File: config.mk
export PLATFORM = sky130hd
export DESIGN_NAME = bank_gpio_irq
export DESIGN_NICKNAME = d
export VERILOG_FILES = /design/src/rtl/gpio_irq_pkg.sv /design/src/rtl/gpio_bus_ctrl.sv /design/src/rtl/gpio_pin_bank.sv /design/src/rtl/bank_gpio_irq.sv
export SDC_FILE = /design/constraint.sdc
export NUM_CORES = 1
export LEC_CHECK = 0
export ABC_AREA = 1
export BUFFER_PORTS_ARGS = -buffer_cell sky130_fd_sc_hd__buf_2
export CORE_ASPECT_RATIO = 1.1
export CORE_MARGIN = 1
export CORE_UTILIZATION = 60
export DETAILED_ROUTE_END_ITERATION = 8
export PLACE_DENSITY_LB_ADDON = 0.08
export SLEW_MARGIN = 20
export SYNTH_ARGS = -nofsm -noshare
export SYNTH_HDL_FRONTEND = slang
export SYNTH_SLANG_ARGS = --single-unit
export TNS_END_PERCENT = 1
File: constraint.sdc
create_clock -name clk -period 3.8 [get_ports clk]
set_clock_uncertainty 0.1 [all_clocks]
set_input_delay 0.57 -clock clk [delete_from_list [all_inputs] [get_ports clk]]
set_output_delay 0.57 -clock clk [all_outputs]
set_load 0.005 [all_outputs]
File: src/rtl/gpio_irq_pkg.sv
package gpio_irq_pkg;

  typedef enum logic [2:0] {
    REG_EN  = 3'd0,
    REG_DIR = 3'd1,
    REG_LVL = 3'd2,
    REG_RISE = 3'd3,
    REG_FALL = 3'd4,
    REG_MASK = 3'd5,
    REG_ROUTE = 3'd6,
    REG_STS = 3'd7
  } regId_e;

  // Strobes from the bus decoder to each bank datapath
  typedef struct packed {
    logic       wrEn;
    logic       bankSel;
    regId_e     regIdx;
    logic [1:0] lane;
    logic [7:0] data;
  } busStrobe_t;

endpackage

File: src/rtl/gpio_bus_ctrl.sv
module gpio_bus_ctrl
  import gpio_irq_pkg::*;
(
  input  logic [5:0]  busAddr,
  input  logic        busWe,
  input  logic [7:0]  busWdata,
  input  logic [31:0] coreRdWord,
  input  logic [31:0] resRdWord,
  output busStrobe_t  strobe,
  output logic [31:0] busRdata
);

  always_comb begin
    strobe.wrEn    = busWe;
    strobe.bankSel = busAddr[5];
    strobe.regIdx  = regId_e'(busAddr[4:2]);
    strobe.lane    = busAddr[1:0];
    strobe.data    = busWdata;
  end

  // Whole-word read: lane bits do not narrow the returned data
  assign busRdata = busAddr[5] ? resRdWord : coreRdWord;

endmodule

File: src/rtl/gpio_pin_bank.sv
module gpio_pin_bank
  import gpio_irq_pkg::*;
#(
  parameter int   PINS     = 8,
  parameter logic BANK_SEL = 1'b0
) (
  input  logic            clk,
  input  logic            rstN,
  input  busStrobe_t      strobe,
  input  logic [PINS-1:0] padIn,
  output logic [PINS-1:0] padOut,
  output logic [PINS-1:0] padOe,
  output logic [31:0]     rdWord,
  output logic            eventHit
);

  logic [PINS-1:0] enReg, dirReg, lvlReg, riseReg, fallReg, maskReg, routeReg, stsReg;
  logic [PINS-1:0] syncA, syncB, prevB;
  logic [PINS-1:0] laneMask, wrBits, clrMask, edgeHit, lvlView;
  logic            bankWr;

  assign bankWr = strobe.wrEn && (strobe.bankSel == BANK_SEL);

  for (genvar i = 0; i < PINS; i++) begin : g_pin
    assign laneMask[i] = (strobe.lane == 2'(i / 8));
    assign wrBits[i]   = strobe.data[i % 8];
  end

  assign clrMask = (bankWr && strobe.regIdx == REG_STS) ? (laneMask & wrBits) : '0;
  assign edgeHit = enReg & ((riseReg & syncB & ~prevB) | (fallReg & ~syncB & prevB));
  assign lvlView = (dirReg & syncB) | (~dirReg & lvlReg);
  assign padOe   = enReg & ~dirReg;
  assign padOut  = lvlReg & padOe;
  assign eventHit = |(stsReg & maskReg);

  always_ff @(posedge clk) begin
    if (!rstN) begin
      syncA <= '0;
      syncB <= '0;
      prevB <= '0;
    end else begin
      syncA <= padIn;
      syncB <= syncA;
      prevB <= syncB;
    end
  end

  always_ff @(posedge clk) begin
    if (!rstN) begin
      enReg    <= '0;
      dirReg   <= '1;
      lvlReg   <= '0;
      riseReg  <= '0;
      fallReg  <= '0;
      maskReg  <= '0;
      routeReg <= '0;
      stsReg   <= '0;
    end else begin
      if (bankWr) begin
        case (strobe.regIdx)
          REG_EN:    enReg    <= (enReg & ~laneMask) | (wrBits & laneMask);
          REG_DIR:   dirReg   <= (dirReg & ~laneMask) | (wrBits & laneMask);
          REG_LVL:   lvlReg   <= (lvlReg & ~laneMask) | (wrBits & laneMask);
          REG_RISE:  riseReg  <= (riseReg & ~laneMask) | (wrBits & laneMask);
          REG_FALL:  fallReg  <= (fallReg & ~laneMask) | (wrBits & laneMask);
          REG_MASK:  maskReg  <= (maskReg & ~laneMask) | (wrBits & laneMask);
          REG_ROUTE: routeReg <= (routeReg & ~laneMask) | (wrBits & laneMask);
          default:   ;
        endcase
      end
      // Capture has priority over a same-cycle clear
      stsReg <= (stsReg & ~clrMask) | edgeHit;
    end
  end

  always_comb begin
    rdWord = '0;
    case (strobe.regIdx)
      REG_EN:    rdWord[PINS-1:0] = enReg;
      REG_DIR:   rdWord[PINS-1:0] = dirReg;
      REG_LVL:   rdWord[PINS-1:0] = lvlView;
      REG_RISE:  rdWord[PINS-1:0] = riseReg;
      REG_FALL:  rdWord[PINS-1:0] = fallReg;
      REG_MASK:  rdWord[PINS-1:0] = maskReg;
      REG_ROUTE: rdWord[PINS-1:0] = routeReg;
      default:   rdWord[PINS-1:0] = stsReg;
    endcase
  end

  // a captured edge is visible in status on the next cycle
  assert_edge_sets_R5: assert property (@(posedge clk) disable iff (!rstN)
    (|edgeHit) |=> ((stsReg & $past(edgeHit)) == $past(edgeHit)));

  // write-one clears when no edge competes
  assert_w1c_clears_R6: assert property (@(posedge clk) disable iff (!rstN)
    (|(clrMask & ~edgeHit)) |=> ((stsReg & $past(clrMask & ~edgeHit)) == '0));

  // a competing edge keeps the bit set
  assert_edge_wins_R7: assert property (@(posedge clk) disable iff (!rstN)
    (|(clrMask & edgeHit)) |=> ((stsReg & $past(clrMask & edgeHit)) == $past(clrMask & edgeHit)));

  // no newly set status bit on a disabled pin
  assert_disabled_quiet_R9: assert property (@(posedge clk) disable iff (!rstN)
    1'b1 |=> ((stsReg & ~$past(stsReg) & ~$past(enReg)) == '0));

endmodule

File: src/rtl/bank_gpio_irq.sv
module bank_gpio_irq
  import gpio_irq_pkg::*;
#(
  parameter int CORE_PINS   = 12,
  parameter int RESUME_PINS = 9
) (
  input  logic                   clk,
  input  logic                   rstN,
  input  logic [5:0]             busAddr,
  input  logic                   busWe,
  input  logic [7:0]             busWdata,
  output logic [31:0]            busRdata,
  input  logic [CORE_PINS-1:0]   corePadIn,
  output logic [CORE_PINS-1:0]   corePadOut,
  output logic [CORE_PINS-1:0]   corePadOe,
  input  logic [RESUME_PINS-1:0] resPadIn,
  output logic [RESUME_PINS-1:0] resPadOut,
  output logic [RESUME_PINS-1:0] resPadOe,
  output logic                   eventOut
);

  busStrobe_t  strobe;
  logic [31:0] coreRdWord, resRdWord;
  logic        coreHit, resHit;

  gpio_bus_ctrl u_ctrl (
    .busAddr    (busAddr),
    .busWe      (busWe),
    .busWdata   (busWdata),
    .coreRdWord (coreRdWord),
    .resRdWord  (resRdWord),
    .strobe     (strobe),
    .busRdata   (busRdata)
  );

  gpio_pin_bank #(.PINS(CORE_PINS), .BANK_SEL(1'b0)) u_core (
    .clk      (clk),
    .rstN     (rstN),
    .strobe   (strobe),
    .padIn    (corePadIn),
    .padOut   (corePadOut),
    .padOe    (corePadOe),
    .rdWord   (coreRdWord),
    .eventHit (coreHit)
  );

  gpio_pin_bank #(.PINS(RESUME_PINS), .BANK_SEL(1'b1)) u_resume (
    .clk      (clk),
    .rstN     (rstN),
    .strobe   (strobe),
    .padIn    (resPadIn),
    .padOut   (resPadOut),
    .padOe    (resPadOe),
    .rdWord   (resRdWord),
    .eventHit (resHit)
  );

  assign eventOut = coreHit | resHit;

  // the level event can only drop after a bus write
  assert_event_held_R8: assert property (@(posedge clk) disable iff (!rstN)
    (eventOut && !busWe) |=> eventOut);

endmodule

==> metrics.yaml, run 1 <==
cts_tree: "built"
finalCritPeriodShare_pct: 81.0
drive_gt1_share_pct: 10.7
reg2regPathDepth: 4
grt_max_degree: 208
ant_nets: 0
dp.final_hpwl_mm: 21.5
core_um2: 17200
yosys.area.top_type: "dfxtp_1"
drv_slew: 0
drt_iter0_markers: 1289
endpoint_kind: "output port"
syn_to_final_growth_pct: 11.9
fin_crit_ns: 3.08
cts_setup_buffers: 0
cts_root_buf: "clkbuf_16"
rsz0062_at_grt: "no"
final_cell_area_um2: 11900
drcViolationCount: 0
cp_max_fo: 26
setup.worst_path.start_class: "primary input"
io_pins: 113
cts_max_path_buffers: 3
clockPowerShare_pct: 46.1
dr.pass1.iters: 8
gp_congestion: 0.932
ff2ff_setup_slack_ns: 2.77
cts_hold_buf: 0
synth_top_area_share_pct: 43.3
vias: 10800
vias_per_cell: 5.70
h-tree-depth: 1
hp-start: "corePadIn[5]"
hold_path_depth: 3
tns_ns: 0
total_leakage_power_nw: 5.69
postSynthAreaPerCell_um2: 6.68
yosysWarnings: 0
cts_resized: 0
crit_top_cell: "nand2_1"
grt_pass1_vias: 9861
arrival_ns: 2.41
p_per_area_nw_per_um2: 445
num-fill-cells: 1553
peakVddDrop_v: 0.000379
yosys-top-cells-area: "dfxtp_1, nand2_1, nor2_1"
crit_chain: "buf_2 -> nand2_4 -> nor2_4 -> buf_12 -> nand2_1 -> nand2_1 -> nor2_1 -> nand2_1 -> nand2_1 -> nand2_1 -> buf_2"
holdWs_ns: 0.131
syn-cell-area_um2: 10700
power.total_mw: 5.32
outcome: "completed"
placed_cell_area_um2: 11100
critical_path.max_stage_delay_ns: 0.47
portBuffers: 92
finalHoldViolations: 0
max_cap_viol_count: 0
power_frac_seq_pct: 46.7
fin_nets: 1681
cts_buffers: 25
chipHeight_um: 142
combPwrFrac_pct: 7.2
cts_sinks: 231
crit_type: "primary input to output port"
slew_headroom_pct: 22.7
tightest_slew_ns: 1.16
synthCells: 1598
grt_overflow: 0
die_x_um: 129
insertion_delay_ns: 0.52
critPathLaunch: "busAddr[3]"
routedWlPerCell_um: 17.3
antenna_cells: 0
antenna_found_initial: 0
internal_power_mw: 4.03
initial_core_util_pct: 62.1
max_freq_ghz: 0.325
min_path_type: "primary input to flip-flop"
hold_path_end: "u_core.syncA[5]"
yosysUniqueCellTypes: 26
die-area_um2: 18300
finalSetupViolations: 0
row_count: 50
detail_route.wirelength_mm: 32.8
clkTransAtPathRegs_ns: 0.06
grt_use_total_pct: 36.2
swShare_pct: 24.3
grt_pass1_wl_mm: 51.1
ys_seq_area_share_pct: 43.3
r2r_end: "u_core.stsReg[1]"
p_sw_mw: 1.29
ys_seq_elements: 231
critPathRequiredTime_ns: 3.13
worst_path_max_delay_cell: "buf_2"
==> worst max-delay path: cells and delay by family <==
| kind | cells | cell delay (ns) |
|---|---|---|
| and+or+nand+nor | 8 | 1.01 |
| buffers and inverters | 3 | 0.82 |
==> cell usage after synthesis, drive strengths merged <==
cell type  instances
nand2            383
nor2             251
dfxtp            231
o21ai            181
inv              178
a21oi            126
nand3             62
buf               61
nand4             53
clkbuf            46
o211ai            21
a22o               1
clkinv             1
conb               1
nand3b             1
nor3               1
==> final cells by class <==
cell class,count,area (um2),share of cell area [%]
multi-input cells,1100,4900,41.0
clock buffers,36,727,6.08
well taps,234,293,2.45
repair buffers,106,622,5.20
inverters,179,672,5.62
clock inverters,9,106,0.890
flip-flops and latches,231,4620,38.7
==> cell usage in the layout, fill, tap and decap left out, types with 10 or more instances in the layout <==
cell	n
nand2_1	376
dfxtp_1	231
nand4_1	53
a21oi_1	126
o21ai_1	24
conb_1	20
clkbuf_16	25
nor2_1	243
o211ai_1	21
inv_1	166
o21ai_0	157
buf_4	10
inv_2	12
buf_2	91
nand3_1	57
==> metal layers <==
| layer | up-vias | share of wire, % | global-route usage, % | routed length, um |
|---|---|---|---|---|
| met3 | 138 | 11 | 8.07 | 3720 |
| met4 | 0 | 5.5 | 20.1 | 1820 |
| li1 | 5148 | - | - | - |
| met2 | 646 | 43 | 54.9 | 14200 |
| met5 | - | 0 | 0 | 0 |
| met1 | 4861 | 40 | 47.7 | 13100 |
==> kinds of logic (layout without fill, tap and decap cells) <==
family	Yosys count	count (layout)	synth area share (%)
flip-flops	231	231	43.3
other	1	20	0.0351
AO/OA/AOI/OAI	329	329	15.9
buffers and inverters	286	330	11.4
AND/OR/NAND/NOR	751	751	29.3
==> worst max-delay path by stage <==
stage / cells past startpoint / to / slack (ns)
2_1_floorplan: 9 / busRdata[11] / 1.65
3_3_place_gp: 11 / busRdata[6] / 0.82
3_5_place_dp: 11 / busRdata[6] / 0.80
4_1_cts: 11 / busRdata[6] / 0.80
5_1_grt: 11 / busRdata[6] / 0.65
6_report: 11 / busRdata[6] / 0.72
==> through the flow <==
| step | setup WS [ns] | util (%) | cells |
|---|---|---|---|
| 2_1_floorplan | 1.65 | - | 1617 |
| 3_3_place_gp | 0.822 | 64.6 | 1850 |
| 3_5_place_dp | 0.799 | 64.6 | 1850 |
| 4_1_cts | 0.798 | 69.5 | 1895 |
| 5_1_grt | 0.652 | 69.5 | 1895 |
| 6_report | 0.723 | 69.5 | 1895 |
==> power by group through the flow <==
stage	registers, mW	logic [mW]	clock network [mW]
after floorplan	2.53	0.261	0
after global placement	2.54	0.363	0
after detailed placement	2.54	0.367	0
after CTS	2.48	0.369	2.46
after global routing	2.49	0.413	2.56
final	2.49	0.380	2.45
Note: power is estimated with default switching activity, not from simulation.
==> inputs of run 2 (changes only) <==
--- a/config.mk
+++ b/config.mk
@@ -5,11 +5,11 @@
 export SDC_FILE = /design/constraint.sdc
 export NUM_CORES = 1
 export LEC_CHECK = 0
-export ABC_AREA = 1
+export ABC_AREA = 0
 export BUFFER_PORTS_ARGS = -buffer_cell sky130_fd_sc_hd__buf_2
 export CORE_ASPECT_RATIO = 1.1
 export CORE_MARGIN = 1
-export CORE_UTILIZATION = 60
+export CORE_UTILIZATION = 54
 export DETAILED_ROUTE_END_ITERATION = 8
 export PLACE_DENSITY_LB_ADDON = 0.08
 export SLEW_MARGIN = 20
==> constraint.sdc (replaced) <==
create_clock -name clk -period 2.82 [get_ports clk]
set_clock_uncertainty 0.1 [all_clocks]
set_input_delay 0.423 -clock clk [delete_from_list [all_inputs] [get_ports clk]]
set_output_delay 0.423 -clock clk [all_outputs]
set_load 0.005 [all_outputs]
==> metrics.yaml, run 2 <==
core_um2: 20000  # was 17,200 um2
yosysUniqueCellTypes: 70  # was 26
cp_max_fo: 4  # was 26
io_pins: 113  # unchanged
max_cap_viol_count: 0  # unchanged
critPathRequiredTime_ns: 2.30  # was 3.13 ns
ant_nets: 0  # unchanged
ys_async_sr_fraction_pct: 0  # unchanged
row_count: 54  # was 50
placed_cell_area_um2: 11800  # was 11,100 um2
synthCells: 1327  # was 1,598
setup.worst_path.start_class: "flip-flop"  # was primary input
grt_pass1_vias: 9147  # was 9,861
crit_buf_inv: 1  # was 3
min_path_type: "primary input to flip-flop"  # unchanged
slew_headroom_pct: 51.3  # was 22.7%
tns_ns: 0  # unchanged
num-fill-cells: 1809  # was 1,553
cts_tree: "built"  # unchanged
finalWorstSetupSlack_ns: 0.0194  # was 0.723 ns
antenna_found_initial: 0  # unchanged
cts_root_buf: "clkbuf_16"  # unchanged
grt_overflow: 0  # unchanged
worst_path_max_delay_cell: "o32ai_1"  # was buf_2
synth-edff-count: 0  # unchanged
seq_area_um2: 4620  # unchanged
die-area_um2: 21200  # was 18,300 um2
cts_setup_buffers: 0  # unchanged
grt_max_degree: 83  # was 208
place_ws_ns: 0.0967  # was 0.799 ns
outcome: "completed"  # unchanged
yosysWarnings: 0  # unchanged
endpoint_kind: "output port"  # unchanged
fin_crit_ns: 2.80
rsz0062_at_grt: "no"  # unchanged
holdWs_ns: 0.00436  # was 0.131 ns
clkTransAtPathRegs_ns: 0.06  # about the same
syn-cell-area_um2: 11100  # was 10,700 um2
synth_top_area_share_pct: 41.5  # was 43.3%
dr.pass1.iters: 8  # unchanged
vias: 9943  # was 10,800
chipHeight_um: 153  # was 142 um
placedCellCount: 1603  # was 1,850
dp.final_hpwl_mm: 22.9  # was 21.5 mm
detail_route.wirelength_mm: 33.7  # was 32.8 mm
cts_buffers: 25  # unchanged
postSynthAreaPerCell_um2: 8.40  # was 6.68 um2
power.total_mw: 7.06  # was 5.32 mW
initial_core_util_pct: 55.7  # was 62.1%
cts_max_path_buffers: 3  # unchanged
stdcell_count: 1650  # was 1,895
crit_chain: "or3b_2 -> a21oi_1 -> a211oi_1 -> o32ai_1 -> buf_2"  # was buf_2 -> nand2_4 -> nor2_4 -> buf_12 -> nand2_1 -> nand2_1 -> nor2_1 -> nand2_1 -> nand2_1 -> nand2_1 -> buf_2
post-route-util_pct: 63.0  # was 69.5%
multiInputGateArea_um2: 5880  # was 4900 um2
synth_most_common_cell: "dfxtp_1"  # was nand2_1
tightest_slew_ns: 0.730  # was 1.16 ns
final_cell_area_um2: 12600  # was 11,900 um2
drv_slew: 0  # unchanged
grt_use_total_pct: 31.5  # was 36.2%
vias_per_cell: 6.03  # was 5.70
drcViolationCount: 0  # unchanged
max_freq_ghz: 0.357
h-tree-depth: 1  # unchanged
cts_sinks: 231  # unchanged
fin_nets: 1421  # was 1,681
critical_path.max_stage_delay_ns: 0.47  # about the same
die_x_um: 139  # was 129 um
final_cell_mix: "dfxtp_1, nand2_1, nand3_1, a21boi_0, o21ai_0"  # was nand2_1, nor2_1, dfxtp_1, inv_1, o21ai_0
synth_top_cells_by_count: "dfxtp_1, nand2_1, nand3_1, a21boi_0, o21ai_0"  # was nand2_1, nor2_1, dfxtp_1, inv_1, o21ai_0
grt_pass1_wl_mm: 52.4  # was 51.1 mm
arrival_ns: 2.28  # was 2.41 ns
routedWlPerCell_um: 20.4  # was 17.3 um
yosys-top-cells-area: "dfxtp_1, a21boi_0, nand2_1"  # was dfxtp_1, nand2_1, nor2_1
layout.cells.most_common: "dfxtp_1"  # was nand2_1
yosys.area.top_type: "dfxtp_1"  # unchanged
finalCritPeriodShare_pct: 99.3
gp_congestion: 0.935  # was 0.932
total_leakage_power_nw: 4.65  # was 5.69 nW
drt_iter0_markers: 966  # was 1,289
finalSetupViolations: 0  # unchanged
p_per_area_nw_per_um2: 560  # was 445 nW/um2
peakVddDrop_v: 0.000455  # was 0.000379 V
portBuffers: 92  # unchanged
crit_type: "flip-flop to output port"  # was primary input to output port
syn_to_final_growth_pct: 13.1  # was 11.9%
drive_gt1_share_pct: 16.0  # was 10.7%
finalHoldViolations: 0  # unchanged
insertion_delay_ns: 0.51  # was 0.52 ns
synth_flop_cell: "dfxtp_1"  # unchanged
ys_seq_area_share_pct: 41.5  # was 43.3%
ys_seq_elements: 231  # unchanged
path_delay_family: "compound AO/OA/AOI/OAI gates"  # was simple AND/OR/NAND/NOR gates
[run 2: what timing repair did]
item	in CTS	in global routing
pin swaps	0	1
hold endpoints to repair	5	0
hold buffers	5	0
gates resized for setup	1	1
endpoints found under the setup margin	1	2
[run 2: report_power, final]
part           internal, mW  switching [mW]
Sequential             3.31          0.0286
Combinational         0.211           0.343
Clock                  1.86            1.31
[run 2: path summary, 6_finish.rpt]
| path | end | start | cells past startpoint | slack [ns] |
|---|---|---|---|---|
| hold / removal | u_resume.syncA[8] | resPadIn[8] | 2 | 0.004 |
| hold reg to reg | u_resume.syncB[6] | u_resume.syncA[6] | 1 | 0.33 |
| setup / recovery | busRdata[2] | flip-flop | 5 | 0.02 |
| setup reg to reg | u_core.stsReg[2] | u_core.syncB[2] | 4 | 1.70 |
[run 2: cell families after synthesis]
kind of cell	share of synthesized area (%)
other	0.0336
AO/OA/AOI/OAI	22.2
multiplexers	2.60
buffers and inverters	6.60
flip-flops	41.5
AND/OR/NAND/NOR	27.1
[run 2: cell type report]
| cell class | instances | share of cell area, % |
|---|---|---|
| tap | 252 | 2.50 |
| inverter | 16 | 0.477 |
| sequential | 231 | 36.7 |
| timing repair buffer | 139 | 7.42 |
| antenna | 1 | 0.0199 |
| clock inverter | 4 | 0.377 |
| clock buffer | 37 | 5.80 |
| multi-input combinational | 970 | 46.7 |
[run 2: per-layer routing]
| metal | wire length, um | up-vias | part of all wire [%] | GRT usage [%] |
|---|---|---|---|---|
| li1 | - | 4710 | - | - |
| met1 | 14700 | 4762 | 44 | 43.4 |
| met2 | 15600 | 403 | 46 | 51.1 |
| met3 | 2350 | 68 | 7.0 | 3.77 |
| met4 | 989 | 0 | 2.9 | 10.5 |
| met5 | 0 | - | 0 | 0 |
[run 2: worst register-to-register path, stage by stage (launching register included)]
cell and delay [ns]:
dfxtp_1 0.45, nand3b_1 0.14, o21ai_0 0.08, a22oi_1 0.19, nor2b_1 0.06
==> inputs of run 3 (changes only) <==
--- a/config.mk
+++ b/config.mk
@@ -5,11 +5,11 @@
 export SDC_FILE = /design/constraint.sdc
 export NUM_CORES = 1
 export LEC_CHECK = 0
-export ABC_AREA = 0
+export ABC_AREA = 1
 export BUFFER_PORTS_ARGS = -buffer_cell sky130_fd_sc_hd__buf_2
 export CORE_ASPECT_RATIO = 1.1
 export CORE_MARGIN = 1
-export CORE_UTILIZATION = 54
+export CORE_UTILIZATION = 53
 export DETAILED_ROUTE_END_ITERATION = 8
 export PLACE_DENSITY_LB_ADDON = 0.08
 export SLEW_MARGIN = 20
==> metrics.yaml, run 3 (same netlist as run 1, synthesis figures left out) <==
critPathLaunch: "busAddr[3]"
cts_tree: "built"  # unchanged
grt_max_degree: 93  # was 83
final_cell_area_um2: 12300  # was 12,600 um2
cts_buffers: 25  # unchanged
vias: 10700  # was 9,943
crit_top_cell: "nand2_1"
fin_crit_ns: 2.52  # was 2.80 ns
chipHeight_um: 151  # was 153 um
swShare_pct: 24.7  # was 23.8%
hp-start: "resPadIn[8]"  # unchanged
grt_use_total_pct: 34.7  # was 31.5%
core_um2: 19800  # was 20,000 um2
combPwrFrac_pct: 7.9  # was 7.8%
placed_cell_area_um2: 11300  # was 11,800 um2
holdWs_ns: 0.0205  # was 0.00436 ns
clkTransAtPathRegs_ns: 0.06  # about the same
dr.pass1.iters: 8  # unchanged
cts_root_buf: "clkbuf_16"  # unchanged
peakVddDrop_v: 0.000560  # was 0.000455 V
tns_ns: 0  # unchanged
drive_gt1_share_pct: 11.3  # was 16.0%
drcViolationCount: 1  # was 0
p_sw_mw: 1.77  # was 1.68 mW
gp_congestion: 0.929  # was 0.935
power_frac_seq_pct: 46.9  # was 47.3%
drt_iter0_markers: 1109  # was 966
crit_buf_inv: 3  # was 1
fin_nets: 1717  # was 1,421
grt_overflow: 0  # unchanged
arrival_ns: 2.00  # was 2.28 ns
crit_type: "primary input to output port"  # was flip-flop to output port
insertion_delay_ns: 0.54  # was 0.51 ns
p_per_area_nw_per_um2: 583  # was 560 nW/um2
violations: "design-rule violations"
critical_path.max_stage_delay_ns: 0.37  # was 0.47 ns
worst_path_max_delay_cell: "nand3_2"  # was o32ai_1
io_pins: 113  # unchanged
ff2ff_setup_slack_ns: 1.77  # was 1.70 ns
finalWorstSetupSlack_ns: 0.301  # was 0.0194 ns
final_cell_mix: "nand2_1, nor2_1, dfxtp_1, inv_1, o21ai_0"  # was dfxtp_1, nand2_1, nand3_1, a21boi_0, o21ai_0
rsz0062_at_grt: "no"  # unchanged
internal_power_mw: 5.38  # about the same
path_delay_family: "simple AND/OR/NAND/NOR gates"  # was compound AO/OA/AOI/OAI gates
outcome: "finished, violations left"  # was completed
die-area_um2: 20700  # was 21,200 um2
clockPowerShare_pct: 45.2  # was 44.9%
power.total_mw: 7.14  # was 7.06 mW
place_ws_ns: 0.373  # was 0.0967 ns
finalHoldViolations: 0  # unchanged
endpoint_kind: "output port"  # unchanged
grt_pass1_wl_mm: 54.4  # was 52.4 mm
min_path_type: "primary input to flip-flop"  # unchanged
cp_max_fo: 14  # was 4
portBuffers: 92  # unchanged
setup.worst_path.start_class: "primary input"  # was flip-flop
antenna_found_initial: 1  # was 0
finalSetupViolations: 0  # unchanged
row_count: 54  # unchanged
total_leakage_power_nw: 5.85  # was 4.65 nW
antenna_cells: 0  # was 1
die_x_um: 137  # was 139 um
slew_headroom_pct: 51.3  # about the same
max_cap_viol_count: 0  # unchanged
syn_to_final_growth_pct: 14.8  # was 13.1%
tightest_slew_ns: 0.729  # was 0.730 ns
routedWlPerCell_um: 18.2  # was 20.4 um
grt_pass1_vias: 9746  # was 9,147
finalCritPeriodShare_pct: 89.3  # was 99.3%
cts_sinks: 231  # unchanged
critPathRequiredTime_ns: 2.30  # about the same
max_freq_ghz: 0.397  # was 0.357 GHz
vias_per_cell: 5.51  # was 6.03
dp.final_hpwl_mm: 23.7  # was 22.9 mm
drv_slew: 0  # unchanged
cts_max_path_buffers: 3  # unchanged
cts_resized: 0  # was 1
ant_nets: 0  # unchanged
crit_chain: "buf_2 -> inv_2 -> nand3_2 -> o21ai_0 -> nor2_1 -> nand2_1 -> nand2_1 -> nand2_1 -> buf_2"  # was or3b_2 -> a21oi_1 -> a211oi_1 -> o32ai_1 -> buf_2
detail_route.wirelength_mm: 35.5  # was 33.7 mm
layout.cells.most_common: "nand2_1"  # was dfxtp_1
initial_core_util_pct: 53.9  # was 55.7%
h-tree-depth: 1  # unchanged
-- run 3: metrics by stage --
step | cells | util [%]
floorplan | 1617 | -
global placement | 1884 | 56.9
detailed placement | 1884 | 56.9
CTS | 1947 | 61.9
global route | 1947 | 61.9
finish | 1947 | 61.9
-- run 3: per-layer routing --
metal  global-route usage, %  part of all wire (%)  vias to the layer above
li1                        -                     -                     5231
met1                    47.2                    42                     4892
met2                    55.0                    45                      520
met3                    6.36                   9.3                       83
met4                    11.7                   2.9                        0
met5                       0                     0                        -
-- run 3: area by class of cell --
class,count,area (um2)
fill,1878,7540
clock buffer,38,744
timing repair buffer,142,942
tap,252,315
inverter,179,672
multi-input combinational,1100,4900
sequential,231,4620
clock inverter,5,53.8
-- run 3: repair_timing --
action,4_1_cts,5_1_grt
hold buffers,20,0
buffers inserted,0,0
endpoints found under the hold margin,20,0
-- run 3: path summary, 6_finish.rpt --
check,end,cells after the start
worst max register to register,u_resume.stsReg[6],4
worst max-delay path,busRdata[7],9
worst min-delay path,u_resume.syncA[8],3
worst min register to register,u_core.syncB[11],2
-- run 3: power groups by stage --
stage / logic, mW / registers (mW) / clock network [mW]
after CTS: 0.548 / 3.35 / 3.25
after floorplan: 0.351 / 3.41 / 0
after detailed placement: 0.523 / 3.42 / 0
final: 0.564 / 3.35 / 3.23
after global placement: 0.520 / 3.42 / 0
after global routing: 0.615 / 3.35 / 3.38
-- run 3: worst min-delay path, cell delays in order --
cell and delay, ns:
buf_2 0.08, nand2_1 0.06, inv_1 0.06
